==> src/rtl/calib_seq.sv <==
module calib_seq #(
  parameter int SUM_W    = 32,
  parameter int NUM_DIV  = 5,
  parameter int HOLD_MAX = 5,
  localparam int DIV_W   = $clog2(NUM_DIV + 1),
  localparam int TIM_W   = 4 * NUM_DIV
) (
  input  logic             clk,
  input  logic             rst_n,
  input  logic             start_i,
  input  logic [DIV_W-1:0] min_div_i,
  output logic             busy_o,
  output logic             done_o,
  output logic             ck_req_o,
  output logic [3:0]       ck_div_o,
  output logic [3:0]       ck_delay_o,
  input  logic             ck_ack_i,
  input  logic [SUM_W-1:0] ck_sum_i,
  output logic             cs0_fast_o,
  output logic [7:0]       cs0_opcode_o,
  output logic [2:0]       cs0_dummy_o,
  output logic [TIM_W-1:0] timing_o,
  output logic             timing_we_o
);

  typedef enum logic [2:0] {
    S_IDLE, S_REF_REQ, S_REF_WAIT, S_DIV, S_TRY_REQ, S_TRY_WAIT, S_COMMIT, S_FINISH
  } state_t;

  state_t           state;
  logic [DIV_W-1:0] div;
  logic [2:0]       hold;
  logic             flag;
  logic [SUM_W-1:0] gold;
  logic [TIM_W-1:0] acc;
  logic             fast_q, we_q, done_q;

  function automatic logic [3:0] div_code(input logic [DIV_W-1:0] d);
    int k;
    k = int'(d);
    if (d[0]) return 4'(15 - (k - 1) / 2);
    else      return 4'(7 - (k - 2) / 2);
  endfunction

  wire match    = (ck_sum_i == gold);
  wire last_div = (div == DIV_W'(1));
  wire ref_req  = (state == S_REF_REQ);

  assign busy_o       = (state != S_IDLE);
  assign done_o       = done_q;
  assign timing_we_o  = we_q;
  assign ck_req_o     = ref_req || (state == S_TRY_REQ);
  assign ck_div_o     = ref_req ? 4'd0 : div_code(div);
  assign ck_delay_o   = ref_req ? 4'd0 : {flag, hold};
  assign cs0_fast_o   = fast_q;
  assign cs0_opcode_o = fast_q ? 8'h0B : 8'h00;
  assign cs0_dummy_o  = fast_q ? 3'd1 : 3'd0;

  always_ff @(posedge clk) begin
    if (!rst_n) begin
      state    <= S_IDLE;
      div      <= '0;
      hold     <= '0;
      flag     <= 1'b0;
      gold     <= '0;
      acc      <= '0;
      timing_o <= '0;
      fast_q   <= 1'b0;
      we_q     <= 1'b0;
      done_q   <= 1'b0;
    end else begin
      we_q   <= 1'b0;
      done_q <= 1'b0;
      case (state)
        S_IDLE:
          if (start_i) begin
            acc   <= '0;
            div   <= DIV_W'(NUM_DIV);
            state <= S_REF_REQ;
          end
        S_REF_REQ: state <= S_REF_WAIT;
        S_REF_WAIT:
          if (ck_ack_i) begin
            gold   <= ck_sum_i;
            fast_q <= 1'b1;
            state  <= S_DIV;
          end
        S_DIV:
          if (div < min_div_i) begin
            if (last_div) state <= S_COMMIT;
            else          div   <= div - 1'b1;
          end else begin
            hold  <= '0;
            flag  <= 1'b1;
            state <= S_TRY_REQ;
          end
        S_TRY_REQ: state <= S_TRY_WAIT;
        S_TRY_WAIT:
          if (ck_ack_i) begin
            if (match && flag) begin
              flag  <= 1'b0;
              state <= S_TRY_REQ;
            end else if (match || hold == 3'(HOLD_MAX)) begin
              if (match)
                for (int i = 0; i < NUM_DIV; i++)
                  if (int'(div) == i + 1) acc[4*i +: 4] <= {1'b0, hold};
              if (last_div) state <= S_COMMIT;
              else begin
                div   <= div - 1'b1;
                state <= S_DIV;
              end
            end else begin
              hold  <= hold + 1'b1;
              flag  <= 1'b1;
              state <= S_TRY_REQ;
            end
          end
        S_COMMIT: begin
          timing_o <= acc;
          we_q     <= 1'b1;
          fast_q   <= 1'b0;
          state    <= S_FINISH;
        end
        S_FINISH: begin
          done_q <= 1'b1;
          state  <= S_IDLE;
        end
        default: state <= S_IDLE;
      endcase
    end
  end

endmodule

==> config.mk <==
export PLATFORM = sky130hd
export DESIGN_NAME = calib_seq
export DESIGN_NICKNAME = d
export VERILOG_FILES = /design/src/rtl/calib_seq.sv
export SDC_FILE = /design/constraint.sdc
export NUM_CORES = 1
export LEC_CHECK = 0
export ABC_AREA = 1
export BUFFER_PORTS_ARGS = -buffer_cell sky130_fd_sc_hd__buf_4
export CORE_MARGIN = 5
export CORE_UTILIZATION = 30
export CTS_CLUSTER_DIAMETER = 30
export CTS_CLUSTER_SIZE = 40
export DETAILED_ROUTE_END_ITERATION = 12
export RECOVER_POWER = 25
export REMOVE_ABC_BUFFERS = 1
export SLEW_MARGIN = 10
export SYNTH_ARGS = -nofsm -noshare
export SYNTH_HDL_FRONTEND = slang
export SYNTH_SLANG_ARGS = --single-unit
==> constraint.sdc <==
create_clock -name clk -period 1.5 [get_ports clk]
set_input_delay 0.075 -clock clk [delete_from_list [all_inputs] [get_ports clk]]
set_output_delay 0.075 -clock clk [all_outputs]
set_load 0.01 [all_outputs]
==> flow_summary.ini <==
[status]
outcome = finished, violations left
violations = setup timing

[power]
power_uw = 10290
leakage_uw = 0.002818
powerDensity_mw_per_mm2 = 1646
ir_drop_v = 0.001123

[worst_setup_path]
critical_path.slowest_cell = dfxtp_1
r2r-end = acc[13]$_SDFFE_PN0P_
path_cells = nand2_1, nand2_1, nand2_1, nor2_1, nand2_1, nor2_4, nand4_4, nand2_4, buf_12, nor2_4, o21ai_1, nor2_1
cp-startpoint = gold[9]$_SDFFE_PN0P_
crit_fanout = 8
critPathArrivalTime_ns = 1.95
r2r_slack_ns = -0.21
cp_data_required_time_ns = 1.73
reg2regPathDepth = 12
rr_startpoint = gold[9]$_SDFFE_PN0P_
critPathCaptureType = flip-flop
cp-endpoint = acc[13]$_SDFFE_PN0P_
crit_top_cell = nand2_1
worstSetupPathType = flip-flop to flip-flop
max_stage_delay_ns = 0.35
start_kind = flip-flop

[global_routing]
grt_max_degree = 25
first_global_vias = 3711
grt_pass1_wl_microns = 17770
antenna_found_initial = 0
overflow = 0
grt_usage = 0.1346

[floorplan]
die_w_microns = 127.3
die_area_sq_mm = 0.01621
start_util = 0.3092
die_y_microns = 127.3
ios = 83
core_sq_mm = 0.01335
num_rows = 42

[timing]
setup_viol = 34
setup_tns_ns = -5.731
hold_viol = 0
post-route-period-util = 1.142
fmax_mhz = 583.8
fin_ws_ns = -0.2129
final_max_slew_viol_count = 0
min_period_ns = 1.713
whs_ns = 0.02105
rsz0062_at_grt = yes
skew_ns = 0.006927

[place]
port_buffers = 70
place_congestion = 0.7925
place_hpwl_microns = 7553

[synth]
ys.flop_type = dfxtp_1
ys_warn_count = 0
synth_cell_types = 37
synth_top_cell_by_area = dfxtp_1
syn-cell-area_sq_mm = 0.004128
yosysSeqAreaShare = 0.3637
synth_edf_count = 0
synth-seq-cells = 75
synthArstFlopShare = 0
avgSynthCellArea_sq_um = 7.092
synth_top_area_share = 0.3637
synthTopCellsByArea = dfxtp_1 36%, nand2_1 11%, nor2_1 7.6%, xnor2_1 4.7%, o21ai_0 4.4%
syn_inst = 582

[clock_network]
cts_max_level = 3
clk_path_buf_depth = 2
cts-buffers-inserted = 9
clockRootBuffer = clkbuf_16
clk_pin_slew_ns = 0.06
cts.sinks = 75
clock_latency_ns = 0.34
cts_tree = done

[final_layout]
drive_gt1_frac = 0.3644
nNetsFinal = 786
antennaDiodeCount = 0
multi_input_area_sq_mm = 0.002431
final_cell_mix = 110 x buf_4, 109 x nand2_1, 81 x nor2_1
final_util = 0.4685
fill_cells = 1346
final_common_cell = buf_4
final-seq-area_sq_mm = 0.001523
syn_to_final_growth_pct = 51.50

[routing]
dr_total_vias = 4008
antenna_left = 0
met3_length_microns = 526
viasPerCell = 4.371
drtIter0Drc = 155
wl_per_cell_microns = 12.44
drc = 0
wirelength_microns = 11410
top_layer = met4
dr_wl_met2_microns = 5233
first_pass_iters = 4
met1_length_microns = 5391

[job]
cap_violations = 0

[min_path]
worstHoldStart = ck_sum_i[1]
hold_class = input pin to flip-flop
hold-path-cell-count = 3
-- synth_stat cells (7+ instances only) --
cell and number:
buf_2 7, buf_4 17, o21ai_0 36, xnor2_1 22
ha_1 11, clkbuf_1 8, nor2_1 84, dfxtp_1 75
nand2_1 117, inv_1 48, nor2_4 12, o21ai_1 18
inv_2 16, nand3_1 22, nand2_2 8, a21oi_1 34
nor3_1 16
-- layout make-up --
class                   instances  share of cell area
clock buffers                  13             0.04322
clock inverters                 3             0.01100
inverters                      67             0.04362
multi-input cells             414              0.3888
flip-flops and latches         75              0.2435
well taps                     176             0.03521
repair buffers                169              0.2347
-- worst max-delay path: cells and delay by family, from the launching register on --
family | cells | cell delay (ns)
compound gates | 1 | 0.12
buf+inv | 1 | 0.14
flops | 1 | 0.35
simple gates | 10 | 0.99
-- registers in the layout, summed over array words and instances (netlist names) --
register and cells:
hold 3, done_o 1, timing_o 15, acc 15, cs0_fast_o 1, flag 1
gold 32, state 3, div 3, timing_we_o 1
-- cell families after synthesis --
logic type	after synthesis	synth area share
simple gates	274	0.3101
fa+ha+maj	11	0.03334
xor+xnor	22	0.04668
buf+inv	104	0.1240
flops	75	0.3637
compound gates	95	0.1213
other cells	1	0.0009085
-- what timing repair did --
action | 4_1_cts | 5_1_grt
gates cloned | 1 | 3
hold buffers | 23 | 0
pin swaps | 11 | 37
setup buffers | 14 | 7
resized for setup | 47 | 67
endpoints found under the setup margin | 44 | 67
hold endpoints to repair | 23 | 0
-- stage by stage --
stage / setup slack, ns / instances / area, sq um
after floorplan: -0.4082 / 556 / 3915
after global placement: -0.1876 / 854 / 5076
after detailed placement: -0.1856 / 854 / 5076
after CTS: -0.1659 / 908 / 5918
after global routing: -0.3757 / 917 / 6254
final: -0.2129 / 917 / 6254
-- report_power, final --
part | total (uW) | leakage, uW | internal (uW) | switching [uW]
clock | 2450 | 0.000166 | 1600 | 856
combinational | 5090 | 0.00204 | 2490 | 2600
sequential | 2750 | 0.000617 | 2440 | 304
-- how the worst min path moves through the flow --
stage                             to  slack (ns)
3_3_place_gp   gold[20]$_SDFFE_PN0P_        0.32
6_report        gold[1]$_SDFFE_PN0P_        0.02
5_1_grt         gold[1]$_SDFFE_PN0P_        0.02
3_5_place_dp    gold[0]$_SDFFE_PN0P_        0.33
2_1_floorplan    div[2]$_SDFFE_PN0P_        0.20
4_1_cts         gold[1]$_SDFFE_PN0P_       0.001
-- routing by layer --
layer	GRT usage	up-vias
met2	0.2075	86
met4	0.06057	0
met3	0.03005	16
met5	0	-
met1	0.1799	1787
li1	-	2119
(Power assumes the default switching activity.)
